### src/rtl/pmp_pkg.sv
package pmp_pkg;
  typedef enum logic [1:0] {
    ST_IDLE = 2'd0,
    ST_ALO  = 2'd1,
    ST_AHI  = 2'd2,
    ST_DATA = 2'd3
  } pmp_state_e;

  localparam logic [15:0] CFG_MASK = 16'hBFEF;

  localparam int B_EN    = 15;
  localparam int B_MUXHI = 12;
  localparam int B_MUXLO = 11;
  localparam int B_CSSEL = 7;
  localparam int B_ALP   = 5;
  localparam int B_CSP   = 3;
  localparam int B_PORT0 = 8;
  localparam int B_POL0  = 0;

  localparam logic [1:0] MUX_SPLIT = 2'b00;
  localparam logic [1:0] MUX_LOW   = 2'b01;
  localparam logic [1:0] MUX_FULL  = 2'b10;
endpackage

### src/rtl/pmp_cfg_reg.sv
module pmp_cfg_reg #(
  parameter int          W    = 16,
  parameter logic [W-1:0] MASK = '1
) (
  input  logic         clk,
  input  logic         rst_n,
  input  logic         we,
  input  logic [W-1:0] wdata,
  output logic [W-1:0] q
);
  always_ff @(posedge clk) begin
    if (!rst_n)  q <= '0;
    else if (we) q <= wdata & MASK;
  end
endmodule

### src/rtl/pmp_seq.sv
module pmp_seq
  import pmp_pkg::*;
#(
  parameter int DW        = 8,
  parameter int DATA_CLKS = 2,
  localparam int AW       = 2 * DW,
  localparam int CW       = (DATA_CLKS > 1) ? $clog2(DATA_CLKS) : 1
) (
  input  logic          clk,
  input  logic          rst_n,
  input  logic          enable,
  input  logic [1:0]    mode,
  input  logic          req_valid,
  output logic          req_ready,
  input  logic          req_write,
  input  logic [AW-1:0] req_addr,
  input  logic [DW-1:0] req_wdata,
  input  logic [DW-1:0] bus_din,
  output pmp_state_e    state,
  output logic [1:0]    cur_mode,
  output logic          cur_write,
  output logic [AW-1:0] cur_addr,
  output logic [DW-1:0] cur_wdata,
  output logic          rsp_valid,
  output logic [DW-1:0] rsp_rdata
);
  localparam logic [CW-1:0] LAST = CW'(DATA_CLKS - 1);
  logic [CW-1:0] cnt;

  assign req_ready = enable && (state == ST_IDLE);

  always_ff @(posedge clk) begin
    if (!rst_n) begin
      state     <= ST_IDLE;
      cnt       <= '0;
      cur_mode  <= '0;
      cur_write <= 1'b0;
      cur_addr  <= '0;
      cur_wdata <= '0;
      rsp_valid <= 1'b0;
      rsp_rdata <= '0;
    end else begin
      rsp_valid <= 1'b0;
      case (state)
        ST_IDLE: if (req_valid && req_ready) begin
          cur_mode  <= mode;
          cur_write <= req_write;
          cur_addr  <= req_addr;
          cur_wdata <= req_wdata;
          cnt       <= '0;
          state     <= (mode == MUX_FULL || mode == MUX_LOW) ? ST_ALO : ST_DATA;
        end
        ST_ALO:  state <= (cur_mode == MUX_FULL) ? ST_AHI : ST_DATA;
        ST_AHI:  state <= ST_DATA;
        ST_DATA: begin
          if (cnt == LAST) begin
            state     <= ST_IDLE;
            rsp_valid <= 1'b1;
            if (!cur_write) rsp_rdata <= bus_din;
          end else begin
            cnt <= cnt + 1'b1;
          end
        end
        default: state <= ST_IDLE;
      endcase
    end
  end
endmodule

### src/rtl/pmp_pins.sv
module pmp_pins
  import pmp_pkg::*;
#(
  parameter int DW   = 8,
  localparam int AW  = 2 * DW,
  localparam int NPT = 3
) (
  input  logic [15:0]   cfg,
  input  pmp_state_e    state,
  input  logic [1:0]    cur_mode,
  input  logic          cur_write,
  input  logic [AW-1:0] cur_addr,
  input  logic [DW-1:0] cur_wdata,
  output logic [DW-1:0] bus_dout,
  output logic          bus_doe,
  output logic [AW-1:0] bus_addr,
  output logic          ale_lo,
  output logic          ale_hi,
  output logic          cs1,
  output logic          rd_strb,
  output logic          wr_strb,
  output logic          be
);
  logic active, data_ph;
  logic [NPT-1:0] want, strb;

  assign active  = (state != ST_IDLE);
  assign data_ph = (state == ST_DATA);

  always_comb begin
    bus_doe  = 1'b0;
    bus_dout = '0;
    case (state)
      ST_ALO: begin bus_doe = 1'b1; bus_dout = cur_addr[DW-1:0];  end
      ST_AHI: begin bus_doe = 1'b1; bus_dout = cur_addr[AW-1:DW]; end
      ST_DATA: if (cur_write) begin bus_doe = 1'b1; bus_dout = cur_wdata; end
      default: ;
    endcase
  end

  always_comb begin
    bus_addr = '0;
    if (active) begin
      case (cur_mode)
        MUX_FULL: bus_addr = '0;
        MUX_LOW:  bus_addr = {cur_addr[AW-1:DW], {DW{1'b0}}};
        default:  bus_addr = cur_addr;
      endcase
    end
  end

  assign ale_lo = (state == ST_ALO) ? cfg[B_ALP] : ~cfg[B_ALP];
  assign ale_hi = (state == ST_AHI) ? cfg[B_ALP] : ~cfg[B_ALP];

  assign cs1 = cfg[B_CSSEL] ? (active ? cfg[B_CSP] : ~cfg[B_CSP])
                            : (active & cur_addr[14]);

  // port order: 0 = read strobe, 1 = write strobe, 2 = byte enable
  assign want = {data_ph, data_ph & cur_write, data_ph & ~cur_write};

  for (genvar g = 0; g < NPT; g++) begin : g_port
    assign strb[g] = (cfg[B_PORT0+g] && want[g]) ? cfg[B_POL0+g] : ~cfg[B_POL0+g];
  end

  assign rd_strb = strb[0];
  assign wr_strb = strb[1];
  assign be      = strb[2];
endmodule

### src/rtl/pmp_master.sv
module pmp_master
  import pmp_pkg::*;
#(
  parameter int DW        = 8,
  parameter int DATA_CLKS = 2,
  localparam int AW       = 2 * DW
) (
  input  logic          clk,
  input  logic          rst_n,
  input  logic          cfg_we,
  input  logic [15:0]   cfg_wdata,
  output logic [15:0]   cfg_rdata,
  input  logic          req_valid,
  output logic          req_ready,
  input  logic          req_write,
  input  logic [AW-1:0] req_addr,
  input  logic [DW-1:0] req_wdata,
  output logic          rsp_valid,
  output logic [DW-1:0] rsp_rdata,
  output logic          busy,
  output logic [DW-1:0] bus_dout,
  output logic          bus_doe,
  input  logic [DW-1:0] bus_din,
  output logic [AW-1:0] bus_addr,
  output logic          ale_lo,
  output logic          ale_hi,
  output logic          cs1,
  output logic          rd_strb,
  output logic          wr_strb,
  output logic          be
);
  pmp_state_e    state;
  logic [1:0]    cur_mode;
  logic          cur_write;
  logic [AW-1:0] cur_addr;
  logic [DW-1:0] cur_wdata;

  pmp_cfg_reg #(.W(16), .MASK(CFG_MASK)) u_cfg (
    .clk(clk), .rst_n(rst_n), .we(cfg_we), .wdata(cfg_wdata), .q(cfg_rdata)
  );

  pmp_seq #(.DW(DW), .DATA_CLKS(DATA_CLKS)) u_seq (
    .clk(clk), .rst_n(rst_n),
    .enable(cfg_rdata[B_EN]), .mode(cfg_rdata[B_MUXHI:B_MUXLO]),
    .req_valid(req_valid), .req_ready(req_ready), .req_write(req_write),
    .req_addr(req_addr), .req_wdata(req_wdata), .bus_din(bus_din),
    .state(state), .cur_mode(cur_mode), .cur_write(cur_write),
    .cur_addr(cur_addr), .cur_wdata(cur_wdata),
    .rsp_valid(rsp_valid), .rsp_rdata(rsp_rdata)
  );

  assign busy = (state != ST_IDLE);

  pmp_pins #(.DW(DW)) u_pins (
    .cfg(cfg_rdata), .state(state), .cur_mode(cur_mode), .cur_write(cur_write),
    .cur_addr(cur_addr), .cur_wdata(cur_wdata),
    .bus_dout(bus_dout), .bus_doe(bus_doe), .bus_addr(bus_addr),
    .ale_lo(ale_lo), .ale_hi(ale_hi), .cs1(cs1),
    .rd_strb(rd_strb), .wr_strb(wr_strb), .be(be)
  );
endmodule

### config.mk
export PLATFORM = sky130hd
export DESIGN_NAME = pmp_master
export DESIGN_NICKNAME = d
export VERILOG_FILES = /design/src/rtl/pmp_pkg.sv /design/src/rtl/pmp_cfg_reg.sv /design/src/rtl/pmp_seq.sv /design/src/rtl/pmp_pins.sv /design/src/rtl/pmp_master.sv
export SDC_FILE = /design/constraint.sdc
export NUM_CORES = 1
export LEC_CHECK = 0
export ABC_CLOCK_PERIOD_IN_PS = 1500
export BUFFER_PORTS_ARGS = -buffer_cell sky130_fd_sc_hd__buf_2
export CORE_ASPECT_RATIO = 0.9
export CORE_MARGIN = 3
export CORE_UTILIZATION = 35
export CTS_CLUSTER_SIZE = 8
export DETAILED_ROUTE_END_ITERATION = 8
export GPL_TIMING_DRIVEN = 0
export SLEW_MARGIN = 10
export SYNTH_ARGS = -nofsm -noshare
export SYNTH_HDL_FRONTEND = slang
export SYNTH_SLANG_ARGS = --single-unit
### constraint.sdc
create_clock -name clk -period 1.5 [get_ports clk]
set_clock_uncertainty 0.05 [all_clocks]
set_input_delay 0.075 -clock clk [delete_from_list [all_inputs] [get_ports clk]]
set_output_delay 0.075 -clock clk [all_outputs]
set_load 0.1 [all_outputs]
Yosys cells after proc, flatten, opt, wreduce, memory -nomap -nowiden
Cells that the tools add are included.
Widths: inputs -> output; s select.
{"block": "totals", "latchBits": 0, "memories": 0, "in_bits": 53, "ramBits": 0, "register_bits": 53, "rom_bits": 0, "elab_cells": 65}
{"block": "classes", "n_addsub": 1, "eq_ne": 9, "bitwise_logic": 9, "div": 0, "reduce_logical": 15, "muxes": 22, "magnitude_cmp": 0, "shift": 0, "n_mul": 0}
{"cell": "$pmux 16 s2", "n": 1}
{"cell": "$pmux 8 s3", "n": 1}
{"cell": "$mux 16", "n": 1}
{"cell": "$mux 1", "n": 12}
{"cell": "$eq 2x2->1 const B", "n": 4}
{"cell": "$mux 8", "n": 1}
{"cell": "$pmux 2 s4", "n": 1}
{"cell": "$reduce_and 2->1", "n": 4}
{"cell": "$eq 2x1->1 const B", "n": 3}
{"cell": "$mux 2", "n": 3}
{"cell": "$not 1->1", "n": 6}
{"cell": "$logic_and 1x1->1", "n": 5}
{"cell": "$ne 2x2->1 const B", "n": 2}
{"cell": "$pmux 1 s2", "n": 2}
{"cell": "$reduce_bool 2->1", "n": 2}
{"cell": "$and 1x1->1", "n": 3}
{"cell": "$reduce_and 3->1", "n": 1}
{"cell": "$logic_not 2->1", "n": 1}
{"cell": "$reduce_or 2->1", "n": 1}
{"cell": "$add 1x1->1 const B", "n": 1}
{"cell": "$logic_or 1x1->1", "n": 1}

Longest topological paths before layout
Gate-level depths: netlist of the first run.
{"block": "logic_depth", "ltp_word": 5, "depth_mapped": 8, "ltp_nobuf": 5}

By module
A second synthesis of the first run with hierarchy kept.
{"block": "hier_totals", "hier_cells": 289, "hier_area_um2": 2598.7}
{"mod": "pmp_seq", "n_inst": 1, "cells_per_inst": 171, "area_per_inst_um2": 1570.3, "seq_area_each_um2": 780.7}
{"mod": "pmp_cfg_reg", "n_inst": 1, "cells_per_inst": 48, "area_per_inst_um2": 561.8, "seq_area_each_um2": 280.3}
{"mod": "pmp_pins", "n_inst": 1, "cells_per_inst": 69, "area_per_inst_um2": 460.4, "seq_area_each_um2": 0.0}
{"mod": "pmp_master", "n_inst": 1, "cells_per_inst": 1, "area_per_inst_um2": 6.3, "seq_area_each_um2": 0.0}

Worst setup path before layout of the first run
Ideal clock, no wire load.
{"block": "synth_timing", "path_kind": "register to output", "start": "reg u_cfg.q[7]", "end": "out cs1", "stages_incl_launch_ff": 3, "t_arrival_ps": 3040, "setup_slack_ps": -1665, "path_buffers": 0, "path_cell_list": "dfxtp_1 nand2b_1 o21ai_0"}
{"block": "synth_via", "elab_chain_cells": 1}
{"item": "start, declared", "line": "pmp_cfg_reg.sv:9", "source": "output logic [W-1:0] q"}
{"item": "start signal, assigned", "line": "pmp_cfg_reg.sv:13", "source": "else if (we) q <= wdata & MASK;"}
{"item": "$mux 1", "line": "pmp_pins.sv:55", "source": "assign cs1 = cfg[B_CSSEL] ? (active ? cfg[B_CSP] : ~cfg[B_CSP])"}
{"item": "end, declared", "line": "pmp_master.sv:27", "source": "output logic cs1,"}
Every way passes these cells.

Final worst setup path of the first run
{"block": "layout_timing", "start": "reg u_seq.state[0]", "end": "out bus_dout[3]"}
{"block": "layout_via", "elab_chain_cells": 2, "elab_cells_between_ends": 4}
{"item": "start, declared", "line": "pmp_seq.sv:19", "source": "output pmp_state_e state,"}
{"item": "start signal, assigned", "line": "pmp_seq.sv:51", "source": "state <= (mode == MUX_FULL || mode == MUX_LOW) ? ST_ALO : ST_DATA;"}
{"item": "start signal, assigned", "line": "pmp_seq.sv:53", "source": "ST_ALO: state <= (cur_mode == MUX_FULL) ? ST_AHI : ST_DATA;"}
{"item": "$eq 2x2->1 / $eq 2x1->1 (equally long branches)", "line": "pmp_pins.sv:33", "source": "case (state)"}
{"item": "$pmux 8 s3 (*)", "line": "pmp_pins.sv:33"}
{"item": "end, declared", "line": "pmp_master.sv:21", "source": "output logic [DW-1:0] bus_dout,"}
Every way passes the cells marked *; elsewhere a longest branch is shown, timed or not.

==> impl_metrics.ini, run 1 <==
[run_status]
outcome = finished with violations
violations_in_the_final_reports = negative setup slack

[final_layout]
postLayoutCellArea_um2 = 4760
post_route_cells_drive_above_1_share_pct = 47.1
antenna_cells_inserted = 0
finish.utilization_pct = 71.2
instances_no_fill = 555
area_growth_pct = 94.5
fillers = 494
nets = 526

[job]
max_cap_viol_count = 0

[drt]
avgRoutedWirePerCell_um = 16.2
count_of_unresolved_drc_violations_after_routing = 0
via_per_inst = 4.82
route.final.wire_length_um = 9000
dr_total_vias = 2673
drtAntennaViolNets = 0
drt_iter0_markers = 121
drt-pass1-iter-count = 5

[cts]
clkSlewWorstSetupHoldPaths_ns = 0.09
tritoncts.num_buffers = 5
insertion_delay_ns = 0.31
clock-sinks = 53
h-tree-depth = 2
cts_tree = yes
root_buffer = sky130_fd_sc_hd__clkbuf_8
ctsLongestPathBuffers = 2

[power]
share_comb_of_total_power_pct = 57.6
p_switching_mw = 2.57
switching_share_pct = 44.6
clock_power_share_pct = 14.0
power.density_cell_area_nw_per_um2 = 1210
worst_ir_drop_vdd_mv = 0.648
p_leak_nw = 2.04
internal_dissipation_mw = 3.19
power_frac_seq_pct = 28.4

[placed_design]
place.detailed.instances = 482
place.gp.congestion = 0.868
post_placement_cell_area_um2 = 3410
port_buffers = 105
dpl.hpwl_um = 5400

[yosys]
avgSynthCellArea_um2 = 8.57
synth_warnings = 0
distinct_cells_synth = 32
synth.yosys.seq_area_share_pct = 43.3
synth_cells = 286
syn-cell-area_um2 = 2450
synth-seq-cells = 53

[floorplan]
die-width_um = 94.2
core-area_um2 = 6690
core.rowCount = 28
start_util_pct = 36.6
die_area_um2 = 8040
design.portCount = 111
die-height_um = 85.4

[sta]
post-route-min-period_ns = 1.96
unrepaired_setup_endpoints_after_global_routing = true
worst_slack_ns = -0.463
max_clock_freq_mhz = 509
total_count_of_max_transition_violations_in_the_final_report = 0
final.period_utilization_pct = 131
finalHoldViolCount = 0
finalSetupViolCount = 63
slew_hr_pct = 55.9
slew_at_the_pin_with_the_worst_max_slew_slack_ns = 0.661

[grt]
grt_antenna_before_repair = 0
vias_in_the_first_global_route = 2831
grt_use_total_pct = 22.8
globalRoute.totalOverflow = 0
grt_pass1_wl_um = 14200
grt_max_degree = 16

[worst_hold_path]
timing.hold.worst.class = primary input to flop

[worst_setup_path]
worstSetupEndpointType = output port
crit_path_max_fanout = 7
crit_path_category = flop to output port
startpoint_type = flop
cp_data_required_time_ns = 1.37
cp.arrival_ns = 1.84
[synth_stat cells]
cell | instances | share of area [%]
sky130_fd_sc_hd__and2_1 | 17 | 4.3
sky130_fd_sc_hd__and2_4 | 1 | 0.36
sky130_fd_sc_hd__a21oi_1 | 31 | 6.3
sky130_fd_sc_hd__buf_6 | 4 | 1.8
sky130_fd_sc_hd__dfxtp_1 | 53 | 43
sky130_fd_sc_hd__conb_1 | 1 | 0.15
sky130_fd_sc_hd__buf_4 | 5 | 1.5
sky130_fd_sc_hd__a222oi_1 | 7 | 2.9
sky130_fd_sc_hd__nand3_2 | 1 | 0.41
sky130_fd_sc_hd__mux2i_1 | 23 | 9.4
sky130_fd_sc_hd__and2_2 | 1 | 0.31
sky130_fd_sc_hd__and3_2 | 1 | 0.31
sky130_fd_sc_hd__and2b_2 | 1 | 0.36
sky130_fd_sc_hd__xor2_1 | 3 | 1.1
sky130_fd_sc_hd__a21bo_4 | 1 | 0.66
sky130_fd_sc_hd__inv_1 | 6 | 0.92
sky130_fd_sc_hd__a221oi_2 | 1 | 0.61
sky130_fd_sc_hd__buf_2 | 3 | 0.61
sky130_fd_sc_hd__nand2b_1 | 2 | 0.51
sky130_fd_sc_hd__clkbuf_1 | 9 | 1.4
sky130_fd_sc_hd__nand2_1 | 57 | 8.7
sky130_fd_sc_hd__nand3b_1 | 1 | 0.31
sky130_fd_sc_hd__ha_1 | 9 | 4.6
sky130_fd_sc_hd__xnor2_1 | 4 | 1.4
sky130_fd_sc_hd__and3_1 | 1 | 0.26
sky130_fd_sc_hd__o21ai_0 | 2 | 0.41
sky130_fd_sc_hd__nand3_1 | 2 | 0.41
sky130_fd_sc_hd__a211oi_1 | 2 | 0.61
sky130_fd_sc_hd__nor2_1 | 34 | 5.2
sky130_fd_sc_hd__a22oi_1 | 1 | 0.31
sky130_fd_sc_hd__clkinv_1 | 1 | 0.15
sky130_fd_sc_hd__o211ai_1 | 1 | 0.31
[metal layers]
metal	vias up	GRT usage [%]	wire length, um	part of all wire [%]
met5	-	0	0	0
met4	0	9.97	311	3.5
met3	26	4.34	454	5.0
met2	108	38.7	4530	50
met1	1239	28.0	3710	41
li1	1300	-	-	-
[critical path, stage by stage (launching register included)]
cell	delay, ns
sky130_fd_sc_hd__dfxtp_4	0.39
sky130_fd_sc_hd__ha_4	0.17
sky130_fd_sc_hd__and2_4	0.19
sky130_fd_sc_hd__a222oi_1	0.51
sky130_fd_sc_hd__nor2_4	0.08
sky130_fd_sc_hd__buf_12	0.18
[area by class of cell]
| cell class | instances | area (um^2) | share of cell area [%] |
|---|---|---|---|
| multi-input combinational | 207 | 1600 | 33.7 |
| timing repair buffer | 172 | 1670 | 35.1 |
| inverter | 7 | 31.3 | 0.657 |
| buffer | 18 | 173 | 3.62 |
| clock buffer | 6 | 72.6 | 1.52 |
| sequential | 53 | 1090 | 22.8 |
| clock inverter | 2 | 10.0 | 0.210 |
| tap | 90 | 113 | 2.36 |
[kinds of logic after synthesis]
family	after synthesis	share of synthesized area, %
buffers and inverters	28	6.43
AOI/OAI and AO/OA	46	12.1
other	1	0.153
xor gates and xnor gates	7	2.50
muxes	23	9.40
and+or+nand+nor	119	21.5
adders and majority gates	9	4.60
DFF	53	43.3
[power by group through the flow]
stage | sequential (mW) | combinational, mW | clock [mW]
2_1_floorplan | 1.79 | 1.82 | 0
3_3_place_gp | 1.65 | 2.37 | 0
3_5_place_dp | 1.66 | 2.39 | 0
4_1_cts | 1.63 | 3.08 | 0.829
5_1_grt | 1.65 | 3.45 | 0.889
6_report | 1.64 | 3.32 | 0.807
[worst paths after layout]
check / slack (ns) / to / cells after the start / from
worst max register to register: -0.30 / u_seq.cur_addr[10] / 8 / u_seq.state[0]
worst min-delay path: 0.09 / u_cfg.q[1] / 3 / cfg_we
worst min register to register: 0.42 / u_seq.cur_wdata[7] / 2 / u_seq.cur_wdata[7]
worst max-delay path: -0.46 / bus_dout[3] / 5 / u_seq.state[0]
[state kept, by name (all words and copies together) (netlist names), 2 cells and up]
signal	cells
u_cfg.q	14
u_seq.cur_addr	16
u_seq.state	2
u_seq.cur_wdata	8
u_seq.cur_mode	2
u_seq.rsp_rdata	8
[metrics by stage]
step                TNS (ns)  setup WS (ns)  hold WS [ns]  power (mW)
floorplan              -1.19        -0.0931         0.161        3.61
global placement       -9.93         -0.418         0.257        4.03
detailed placement    -10.89         -0.430         0.270        4.05
CTS                   -15.16         -0.409        0.0726        5.54
global route          -20.38         -0.503         0.140        5.99
finish                -16.30         -0.463        0.0916        5.76
[what timing repair did]
item / in CTS / in global routing
endpoints found under the setup margin: 55 / 71
buffers inserted: 8 / 8
hold buffers: 48 / 0
resized for setup: 157 / 25
pin swaps: 14 / 7
cloned: 4 / 0
endpoints found under the hold margin: 49 / 0
[cell usage in the layout (no fill, tap or decap), drive strengths merged, types with 4 or more instances in the layout]
| master | Yosys | layout |
|---|---|---|
| dfxtp | 53 | 53 |
| a222oi | 7 | 7 |
| clkbuf | 9 | 12 |
| inv | 6 | 6 |
| ha | 9 | 9 |
| and2 | 19 | 19 |
| dlygate4sd3 | 0 | 48 |
| mux2i | 23 | 23 |
| nand2 | 57 | 57 |
| nor2 | 34 | 34 |
| a21oi | 31 | 31 |
| buf | 12 | 135 |
| xnor2 | 4 | 4 |
Note: power is estimated with default switching activity, not from simulation.
==> inputs of run 2 (changes only) <==
MAX_ROUTING_LAYER = met4   (was not set)
==> impl_metrics.ini, run 2 (synthesis results as in run 1) <==
[grt]
vias_in_the_first_global_route = 2831
grt_antenna_before_repair = 0
globalRoute.totalOverflow = 0
grt_pass1_wl_um = 14200
grt_use_total_pct = 23.5
grt_max_degree = 16

[worst_setup_path]
crit_startpoint = u_seq.state[0]
critical_path.reg2reg.startpoint = u_seq.state[0]
timing.critical_path.slowest_stage_cell = sky130_fd_sc_hd__a222oi_1
critical_path.cell_chain = ha_4, and2_4, a222oi_1, nor2_4, buf_12
slowest_delay_ns = 0.52
cp.arrival_ns = 1.85
worstSetupEndpointType = output port
timing.rr.end = u_seq.cur_addr[10]
cp_data_required_time_ns = 1.37
crit_path_buffers_inverters = 1
cpLargestDelayFamily = compound AO/OA/AOI/OAI gates
crit_path_max_fanout = 7
crit_path_category = flop to output port
r2r.worst_path.cells = 8
setup.reg_to_reg.worst_slack_ns = -0.28
startpoint_type = flop

[placed_design]
post_placement_cell_area_um2 = 3410
place.gp.congestion = 0.882
dpl.hpwl_um = 5400
place.detailed.instances = 482
port_buffers = 105

[sta]
finalSetupViolCount = 63
final.period_utilization_pct = 131
finalHoldViolCount = 0
post-route-min-period_ns = 1.97
total_count_of_max_transition_violations_in_the_final_report = 0
hold_worst_slack_ns = 0.0903
slew_hr_pct = 54.6
worst_slack_ns = -0.470
unrepaired_setup_endpoints_after_global_routing = true
max_clock_freq_mhz = 508
slew_at_the_pin_with_the_worst_max_slew_slack_ns = 0.682

[drt]
via_per_inst = 4.86
met2WireLength_um = 4560
dr_total_vias = 2700
drt_iter0_markers = 160
routed-wl-met3_um = 483
wl_on_met1_um = 3750
count_of_unresolved_drc_violations_after_routing = 0
drtAntennaViolNets = 0
route.top_layer_used = met4
drt-pass1-iter-count = 5
route.final.wire_length_um = 9050
avgRoutedWirePerCell_um = 16.3

[final_layout]
nets = 526
post_route_cells_drive_above_1_share_pct = 47.1
postLayoutCellArea_um2 = 4770
regMostFlops = u_seq.cur_addr
area_growth_pct = 94.6
instances_no_fill = 555
antenna_cells_inserted = 0
most_common_library_cell_in_the_layout_ignoring_fill_and_taps = sky130_fd_sc_hd__buf_2
multi_input_comb_area_um2 = 1600
seqCellArea_um2 = 1090
most-common-layout-cells = sky130_fd_sc_hd__buf_2 (72), sky130_fd_sc_hd__nand2_1 (55), sky130_fd_sc_hd__dlygate4sd3_1 (48), sky130_fd_sc_hd__dfxtp_1 (39), sky130_fd_sc_hd__buf_12 (31)
biggestRegsByFlops = u_seq.cur_addr x16, u_cfg.q x14
finish.utilization_pct = 71.3
largest_register_ffs = 16
fillers = 493

[cts]
insertion_delay_ns = 0.31
ctsLongestPathBuffers = 2
root_buffer = sky130_fd_sc_hd__clkbuf_8
cts_tree = yes
h-tree-depth = 2
clkSlewWorstSetupHoldPaths_ns = 0.10
tritoncts.num_buffers = 5
clock-sinks = 53

[power]
worst_ir_drop_vdd_mv = 0.648
p_leak_nw = 2.04
finalPower_mw = 5.77
power.density_cell_area_nw_per_um2 = 1210

[floorplan]
die-height_um = 85.4
core.rowCount = 28
die-width_um = 94.2
core-area_um2 = 6690
design.portCount = 111
start_util_pct = 36.6
die_area_um2 = 8040

[run_status]
outcome = finished with violations
violations_in_the_final_reports = negative setup slack

[worst_hold_path]
timing.hold.worst.class = primary input to flop
hp-start = cfg_we
holdPathStages = 3
worst_hold_path.endpoint = u_cfg.q[1]

[job]
max_cap_viol_count = 0
==> run 2: cell counts in the layout (fill, tap and decap cells not counted) <==
No cell type changed its count.
==> run 2: metal layers <==
layer / GRT usage, % / vias to the layer above
met5: - / -
met1: 28.4 / 1276
li1: - / 1298
met4: 9.97 / 0
met3: 4.17 / 24
met2: 38.6 / 102
==> run 2: worst min-delay path: stages <==
cell                      delay (ns)
sky130_fd_sc_hd__buf_2          0.17
sky130_fd_sc_hd__mux2i_1        0.09
sky130_fd_sc_hd__nor2_1         0.08
==> run 2: through the flow <==
| step | TNS (ns) | setup WS [ns] |
|---|---|---|
| floorplan | -1.19 | -0.0931 |
| global placement | -9.93 | -0.418 |
| detailed placement | -10.89 | -0.430 |
| CTS | -15.16 | -0.409 |
| global route | -20.53 | -0.503 |
| finish | -16.75 | -0.470 |
==> run 2: worst max-delay path by stage <==
stage               slack (ns)  cells past startpoint           end
floorplan                -0.09                      5   bus_addr[0]
global placement         -0.42                      6  bus_addr[10]
detailed placement       -0.43                      6  bus_addr[15]
CTS                      -0.41                      6   bus_dout[7]
global route             -0.50                      6   bus_dout[4]
finish                   -0.47                      5   bus_dout[3]
==> run 2: final cells by class <==
| class | instances | share of cell area, % |
|---|---|---|
| plain buffers | 18 | 3.62 |
| clock buffers | 6 | 1.52 |
| well taps | 90 | 2.36 |
| flip-flops and latches | 53 | 22.8 |
| clock inverters | 2 | 0.210 |
| inverters | 7 | 0.656 |
| multi-input cells | 207 | 33.6 |
| repair buffers | 172 | 35.2 |
==> run 2: timing repair <==
action | CTS | global route
cloned | 4 | 0
resized for setup | 157 | 26
setup buffers | 8 | 8
hold buffers | 48 | 0
setup endpoints to repair | 55 | 71
hold endpoints to repair | 49 | 0
pin swaps | 14 | 7
==> run 2: where the power goes <==
group	total, mW	internal, mW	switching [mW]
sequential	1.64	1.51	0.131
combinational	3.33	1.36	1.97
clock	0.810	0.325	0.485
